$ cat config.mk
export PLATFORM = sky130hd
export DESIGN_NAME = hblk_gen
export DESIGN_NICKNAME = d
export VERILOG_FILES = /design/src/rtl/hblk_pkg.sv /design/src/rtl/hblk_line_ctrl.sv /design/src/rtl/hblk_toggle_match.sv /design/src/rtl/hblk_clk_mask.sv /design/src/rtl/hblk_gen.sv
export SDC_FILE = /design/constraint.sdc
export NUM_CORES = 1
export LEC_CHECK = 0
export ABC_CLOCK_PERIOD_IN_PS = 3200
export BUFFER_PORTS_ARGS = -buffer_cell sky130_fd_sc_hd__buf_4
export CORE_AREA = 2 2 295 297
export CTS_CLUSTER_SIZE = 8
export DETAILED_ROUTE_END_ITERATION = 12
export DIE_AREA = 0 0 297 299
export GPL_TIMING_DRIVEN = 1
export REMOVE_ABC_BUFFERS = 1
export SLEW_MARGIN = 10
export SYNTH_ARGS = -nofsm -noshare
export SYNTH_HDL_FRONTEND = slang
export SYNTH_HIERARCHICAL = 1
export SYNTH_SLANG_ARGS = --single-unit
$ cat constraint.sdc
create_clock -name clk -period 3.2 [get_ports clk]
set_input_delay 0.48 -clock clk [delete_from_list [all_inputs] [get_ports clk]]
set_output_delay 0.48 -clock clk [all_outputs]
set_load 0.02 [all_outputs]
$ cat src/rtl/hblk_pkg.sv
package hblk_pkg;
  localparam int unsigned NUM_PH = 4;

  // Whether one toggle takes part on this line, given the mode and parity.
  function automatic logic tog_active(input logic [1:0] alt, input logic odd,
                                      input logic in_pair);
    logic pair_line;
    case (alt)
      2'd0:    return 1'b1;
      2'd1:    pair_line = odd;
      default: pair_line = ~odd;
    endcase
    return in_pair ? pair_line : ~pair_line;
  endfunction

  // Static level pattern: H1/H3 (even index) get ~pol, H2/H4 get pol.
  function automatic logic [NUM_PH-1:0] mask_pattern(input logic pol);
    logic [NUM_PH-1:0] pat;
    for (int p = 0; p < NUM_PH; p++) pat[p] = (p % 2 == 0) ? ~pol : pol;
    return pat;
  endfunction
endpackage

$ cat src/rtl/hblk_line_ctrl.sv
module hblk_line_ctrl #(
  parameter int unsigned PIX_W   = 12,
  parameter int unsigned NUM_SEQ = 10,
  parameter int unsigned SEL_W   = 4
) (
  input  logic             clk,
  input  logic             rst_n,
  input  logic             hsync,
  input  logic             field_start,
  input  logic [SEL_W-1:0] seq_sel,
  output logic [PIX_W-1:0] pix,
  output logic [SEL_W-1:0] seq_q,
  output logic             line_odd
);
  localparam logic [PIX_W-1:0] PIX_MAX = '1;

  logic sel_ok;
  assign sel_ok = (seq_sel < SEL_W'(NUM_SEQ));

  always_ff @(posedge clk or negedge rst_n) begin
    if (!rst_n) begin
      pix      <= '0;
      seq_q    <= '0;
      line_odd <= 1'b0;
    end else if (hsync) begin
      pix      <= '0;
      line_odd <= field_start | ~line_odd;
      if (sel_ok) seq_q <= seq_sel;
    end else if (pix != PIX_MAX) begin
      pix <= pix + 1'b1;
    end
  end

  a_r1_line_zero: assert property (@(posedge clk) disable iff (!rst_n)
    hsync |=> (pix == '0));
  a_r1_count: assert property (@(posedge clk) disable iff (!rst_n)
    (!hsync && pix != PIX_MAX) |=> (pix == $past(pix) + 1'b1));
  a_r1_hold: assert property (@(posedge clk) disable iff (!rst_n)
    (!hsync && pix == PIX_MAX) |=> (pix == PIX_MAX));
  a_r6_flip: assert property (@(posedge clk) disable iff (!rst_n)
    (hsync && !field_start) |=> (line_odd != $past(line_odd)));
  a_r6_field_odd: assert property (@(posedge clk) disable iff (!rst_n)
    (hsync && field_start) |=> line_odd);
  a_r6_no_midline: assert property (@(posedge clk) disable iff (!rst_n)
    !hsync |=> $stable(line_odd));
  a_r7_ignore_high: assert property (@(posedge clk) disable iff (!rst_n)
    (hsync && seq_sel >= SEL_W'(NUM_SEQ)) |=> $stable(seq_q));
  a_r7_in_range: assert property (@(posedge clk) disable iff (!rst_n)
    seq_q < SEL_W'(NUM_SEQ));
endmodule

$ cat src/rtl/hblk_toggle_match.sv
module hblk_toggle_match
  import hblk_pkg::*;
#(
  parameter int unsigned PIX_W   = 12,
  parameter int unsigned NUM_TOG = 6,
  parameter int unsigned PAIR_N  = 2
) (
  input  logic [PIX_W-1:0]         pix,
  input  logic [NUM_TOG*PIX_W-1:0] tog,
  input  logic [1:0]               alt,
  input  logic                     line_odd,
  output logic [NUM_TOG-1:0]       hit,
  output logic                     flip
);
  localparam logic [PIX_W-1:0] UNUSED = '1;

  for (genvar i = 0; i < NUM_TOG; i++) begin : g_tog
    logic [PIX_W-1:0] pos;
    assign pos    = tog[i*PIX_W +: PIX_W];
    assign hit[i] = tog_active(alt, line_odd, (i < PAIR_N)) &&
                    (pos == pix) && (pos != UNUSED);
  end

  // Each hit inverts once, so coincident hits cancel in pairs.
  assign flip = ^hit;

  always_comb begin
    if (pix == UNUSED) a_r3_unused_quiet: assert (hit == '0);
  end
endmodule

$ cat src/rtl/hblk_clk_mask.sv
module hblk_clk_mask
  import hblk_pkg::*;
(
  input  logic              clk,
  input  logic              rst_n,
  input  logic              hsync,
  input  logic              flip,
  input  logic              mask_pol,
  input  logic [NUM_PH-1:0] h_in,
  output logic              blank,
  output logic [NUM_PH-1:0] h_out
);
  logic blank_nx;
  logic primed;

  assign blank_nx = hsync ? 1'b0 : (blank ^ flip);

  always_ff @(posedge clk or negedge rst_n) begin
    if (!rst_n) begin
      blank  <= 1'b0;
      h_out  <= '0;
      primed <= 1'b0;
    end else begin
      blank  <= blank_nx;
      h_out  <= blank_nx ? mask_pattern(mask_pol) : h_in;
      primed <= 1'b1;
    end
  end

  a_r2_line_clear: assert property (@(posedge clk) disable iff (!rst_n)
    hsync |=> !blank);
  a_r2_hold: assert property (@(posedge clk) disable iff (!rst_n)
    (!hsync && !flip) |=> $stable(blank));
  a_r8_mask_shape: assert property (@(posedge clk) disable iff (!rst_n)
    blank |-> (h_out[0] == h_out[2] && h_out[1] == h_out[3] && h_out[0] != h_out[1]));
  a_r9_pass: assert property (@(posedge clk) disable iff (!rst_n)
    (primed && !blank) |-> (h_out == $past(h_in)));
endmodule

$ cat src/rtl/hblk_gen.sv
module hblk_gen
  import hblk_pkg::*;
#(
  parameter int unsigned PIX_W   = 12,
  parameter int unsigned NUM_TOG = 6,
  parameter int unsigned NUM_SEQ = 10,
  parameter int unsigned PAIR_N  = 2,
  localparam int unsigned SEL_W  = $clog2(NUM_SEQ),
  localparam int unsigned SET_W  = NUM_TOG * PIX_W
) (
  input  logic                       clk,
  input  logic                       rst_n,
  input  logic                       hsync,
  input  logic                       field_start,
  input  logic [SEL_W-1:0]           seq_sel,
  input  logic [NUM_SEQ*SET_W-1:0]   cfg_tog,
  input  logic [NUM_SEQ*2-1:0]       cfg_alt,
  input  logic [NUM_SEQ-1:0]         cfg_mask,
  input  logic [NUM_PH-1:0]          h_in,
  output logic                       blank,
  output logic [NUM_PH-1:0]          h_out
);
  logic [PIX_W-1:0]   pix;
  logic [SEL_W-1:0]   seq_q;
  logic               line_odd;
  logic [SET_W-1:0]   cur_tog;
  logic [1:0]         cur_alt;
  logic               cur_mask;
  logic [NUM_TOG-1:0] hit;
  logic               flip;

  hblk_line_ctrl #(.PIX_W(PIX_W), .NUM_SEQ(NUM_SEQ), .SEL_W(SEL_W)) u_line (
    .clk(clk), .rst_n(rst_n), .hsync(hsync), .field_start(field_start),
    .seq_sel(seq_sel), .pix(pix), .seq_q(seq_q), .line_odd(line_odd));

  assign cur_tog  = cfg_tog[seq_q*SET_W +: SET_W];
  assign cur_alt  = cfg_alt[seq_q*2 +: 2];
  assign cur_mask = cfg_mask[seq_q];

  hblk_toggle_match #(.PIX_W(PIX_W), .NUM_TOG(NUM_TOG), .PAIR_N(PAIR_N)) u_match (
    .pix(pix), .tog(cur_tog), .alt(cur_alt), .line_odd(line_odd),
    .hit(hit), .flip(flip));

  hblk_clk_mask u_mask (
    .clk(clk), .rst_n(rst_n), .hsync(hsync), .flip(flip), .mask_pol(cur_mask),
    .h_in(h_in), .blank(blank), .h_out(h_out));

  // an odd number of hits is the only way blank can change mid-line.
  a_r4_flip_hits: assert property (@(posedge clk) disable iff (!rst_n)
    (!hsync && ($countones(hit) % 2 == 0)) |=> $stable(blank));
endmodule

==> flow_metrics.py <==
metrics = {
    "run_status": {
        "outcome": "complete, but fails checks",
        "failed_checks": "setup timing",
    },
    "yosys": {
        "yosysTopAreaCellShare": 0.206,
        "yosys.area.top_type": "sky130_fd_sc_hd__mux2_2",
        "postSynth.asyncResetShare": 1.00,
        "ys_warn_count": 6,
        "synth_enable_flop_cells": 0,
        "syn-cell-area_um2": 8240,
        "synth-seq-cells": 22,
        "yosys-top-cells-area": "sky130_fd_sc_hd__mux2_2, sky130_fd_sc_hd__mux4_2, sky130_fd_sc_hd__mux2i_1",
        "synth_ff_type": "sky130_fd_sc_hd__dfrtp_1",
        "seq_area_frac_synth": 0.0668,
        "post_synthesis_average_cell_area_um2": 9.58,
        "synthCells": 860,
        "synth_cell_type_count": 46,
    },
    "critical_path": {
        "critPathMostFrequentCell": "sky130_fd_sc_hd__buf_4",
        "worst_setup_path_endpoint": "u_mask/h_out[3]$_DFF_PN0_",
        "worstPathMaxFanout": 7,
        "r2r-end": "u_mask/h_out[3]$_DFF_PN0_",
        "worst_setup_path_startpoint": "u_line/seq_q[0]$_DFFE_PN0P_",
        "crit_chain": "buf_12 > buf_12 > buf_4 > buf_6 > mux4_2 > nor2_1 > o32ai_1 > buf_4 > xor2_1 > nor4_2 > nand2_1 > nor4_4 > buf_4 > xnor2_4 > xnor3_2 > xnor2_4 > nor2_4 > mux2_4",
        "worst_ep_required_time_ns": 3.35,
        "standard_cell_with_the_maximum_stage_delay_on_the_critical_path": "sky130_fd_sc_hd__dfrtp_4",
        "type_of_the_worst_setup_path": "reg2reg",
        "timing.rr.start": "u_line/seq_q[0]$_DFFE_PN0P_",
        "cp.arrival_ns": 4.25,
        "timing.critical_path.slowest_cell_delay_ns": 0.51,
        "critPathLaunchType": "register",
        "regToRegSetupSlack_ns": -0.90,
        "worst-r2r-cell-count": 18,
        "crit_path_end_kind": "register",
    },
    "die": {
        "chipHeight_um": 299,
        "die-width_um": 297,
        "die_area_um2": 88800,
        "start_util": 0.0959,
        "rows": 108,
        "coreArea_um2": 85900,
        "top_level_ports": 767,
    },
    "cts": {
        "cts_hold_buffers": 0,
        "clock_insertion_delay_worst_skew_ns": 0.26,
        "cts.reportedPaths.clkPinSlew_ns": 0.07,
        "inserted_clock_buffers": 3,
        "cts_buffer_depth": 2,
        "tritoncts_num_sinks": 22,
        "cts_tree": "done",
        "htree_num_levels": 1,
        "clock_tree.root_cell": "sky130_fd_sc_hd__clkbuf_16",
    },
    "timing": {
        "rsz0062_at_grt": "true",
        "maxClockFrequency_ghz": 0.244,
        "worstMarginPinSlew_ns": 0.589,
        "setup_viol": 5,
        "slew_violations": 0,
        "worst_slack_ns": -0.902,
        "slew_headroom": 0.605,
        "period_share": 1.28,
        "layout_min_cycle_time_ns": 4.10,
        "holdWs_ns": 0.113,
        "hold_violations": 0,
        "clock_skew_ns": 0.00826,
    },
    "drt": {
        "num_vias": 11500,
        "antenna_violating_nets_remaining": 0,
        "drt-pass1-iter-count": 5,
        "drt_initial_violations": 654,
        "via_per_inst": 3.95,
        "wl_um": 67000,
        "wl_per_cell_um": 23.0,
        "drc": 0,
    },
    "pwr": {
        "ir_drop_mv": 0.192,
        "power_leakage_nw": 7.85,
        "power.density_cell_area_nw_per_um2": 277,
    },
    "flow_run": {
        "max_cap_viol_count": 0,
    },
    "finish": {
        "layout.filler_cells": 9569,
        "layout.cells.most_common": "sky130_fd_sc_hd__buf_4",
        "mostFrequentLayoutCells": "sky130_fd_sc_hd__buf_4, sky130_fd_sc_hd__mux2_2, sky130_fd_sc_hd__nor2_1",
        "multiInputGateArea_um2": 7670,
        "area_delta_synth_final_pct": 116,
        "final_layout_size_suffix_gt1_frac": 0.747,
        "nNetsFinal": 2520,
        "seq_area_um2": 566,
        "fin_util": 0.208,
    },
    "placed_design": {
        "finalWeightedCongestion": 0.918,
        "detailed_place_hpwl_um": 57100,
        "buffer_ports.inserted": 766,
    },
    "grt": {
        "first_pass_grt_wire_length_um": 90700,
        "via_count_of_the_first_global_routing_pass": 12400,
        "grt_remaining_overflow": 0,
        "grt_start_max_net_pins": 25,
        "track_usage": 0.142,
        "antenna_violations_before_repair": 17,
    },
    "min_path": {
        "holdCritPathClass": "in2async",
    },
}
## Yosys cell counts (3+ instances only)
cell and number:
sky130_fd_sc_hd__nor2_1 92, sky130_fd_sc_hd__buf_2 30, sky130_fd_sc_hd__xnor2_1 27, sky130_fd_sc_hd__mux4_2 75
sky130_fd_sc_hd__buf_6 14, sky130_fd_sc_hd__clkbuf_1 30, sky130_fd_sc_hd__mux2_2 151, sky130_fd_sc_hd__a21oi_1 5
sky130_fd_sc_hd__nor3_1 9, sky130_fd_sc_hd__o21ai_0 7, sky130_fd_sc_hd__nand2_1 17, sky130_fd_sc_hd__nand4_1 25
sky130_fd_sc_hd__nor4_1 10, sky130_fd_sc_hd__a211oi_1 3, sky130_fd_sc_hd__nor4_2 8, sky130_fd_sc_hd__a31oi_1 3
sky130_fd_sc_hd__or3_2 3, sky130_fd_sc_hd__inv_1 3, sky130_fd_sc_hd__mux2i_1 78, sky130_fd_sc_hd__buf_1 9
sky130_fd_sc_hd__nand3_1 5, sky130_fd_sc_hd__xor2_1 48, sky130_fd_sc_hd__dfrtp_1 22, sky130_fd_sc_hd__o22ai_1 75
sky130_fd_sc_hd__o32ai_1 75, sky130_fd_sc_hd__buf_4 13
## critical path: cells and delay by family, from the launching register on
family          cells  cell delay, ns
simple gates        5            0.82
mux                 2            0.75
xor+xnor            4            0.86
flops               1            0.51
buf+inv             6            0.90
compound gates      1            0.11
## repair_timing
item                       4_1_cts  5_1_grt
setup endpoints to repair        5        5
buffers inserted                 9       15
gates cloned                     4        2
pin swaps                        7       12
resized for setup               79       17
## sequential cells by signal (all words and copies together) (netlist names)
signal and cells:
u_line/pix 12, u_line/seq_q 4, u_mask/h_out 4, u_line/line_odd 1
u_mask/blank 1
## routing by layer
layer	track usage	part of all wire	up-vias
li1	-	-	5273
met1	0.172	0.41	5596
met2	0.248	0.49	544
met3	0.0388	0.073	87
met4	0.0333	0.024	20
met5	0	0.0021	-
## through the flow
stage	instances	area [um^2]	setup slack, ns	total power, mW	setup TNS [ns]
finish	2916	17800	-0.902	4.95	-4.07
global route	2915	17800	-1.11	5.28	-5.13
CTS	2895	17600	-0.950	4.95	-4.11
detailed placement	2879	16800	-1.28	4.31	-5.82
global placement	2879	16800	-1.29	4.30	-5.83
floorplan	763	7680	-8.47	2.55	-47.57
## how the worst min path moves through the flow
stage / start / to
detailed placement: rst_n / u_line/seq_q[0]$_DFFE_PN0P_
floorplan: rst_n / u_line/line_odd$_DFFE_PN0P_
CTS: rst_n / u_line/seq_q[0]$_DFFE_PN0P_
finish: rst_n / u_line/seq_q[0]$_DFFE_PN0P_
global route: rst_n / u_line/seq_q[0]$_DFFE_PN0P_
global placement: rst_n / u_line/seq_q[0]$_DFFE_PN0P_
## cell type report
cell class | count | area share
inverters | 4 | 0.000842
multi-input cells | 737 | 0.430
flip-flops and latches | 22 | 0.0317
well taps | 1155 | 0.0810
clock buffers | 4 | 0.00498
diodes | 5 | 0.000701
repair buffers | 989 | 0.451
## where the power goes
part / switching [mW] / leakage (nW) / internal [mW]
registers: 0.0367 / 0.280 / 0.297
clock network: 0.110 / 0.0442 / 0.191
logic: 1.85 / 7.53 / 2.46
## cells by family after synthesis
family                     after synthesis  share of synthesized area
xor gates and xnor gates                78                     0.0864
adders and majority gates                1                    0.00152
and+or+nand+nor                        178                      0.112
AOI/OAI and AO/OA                      174                      0.155
buffers and inverters                  101                     0.0697
muxes                                  306                      0.509
DFF                                     22                     0.0668
Note: power is estimated with default switching activity, not from simulation.
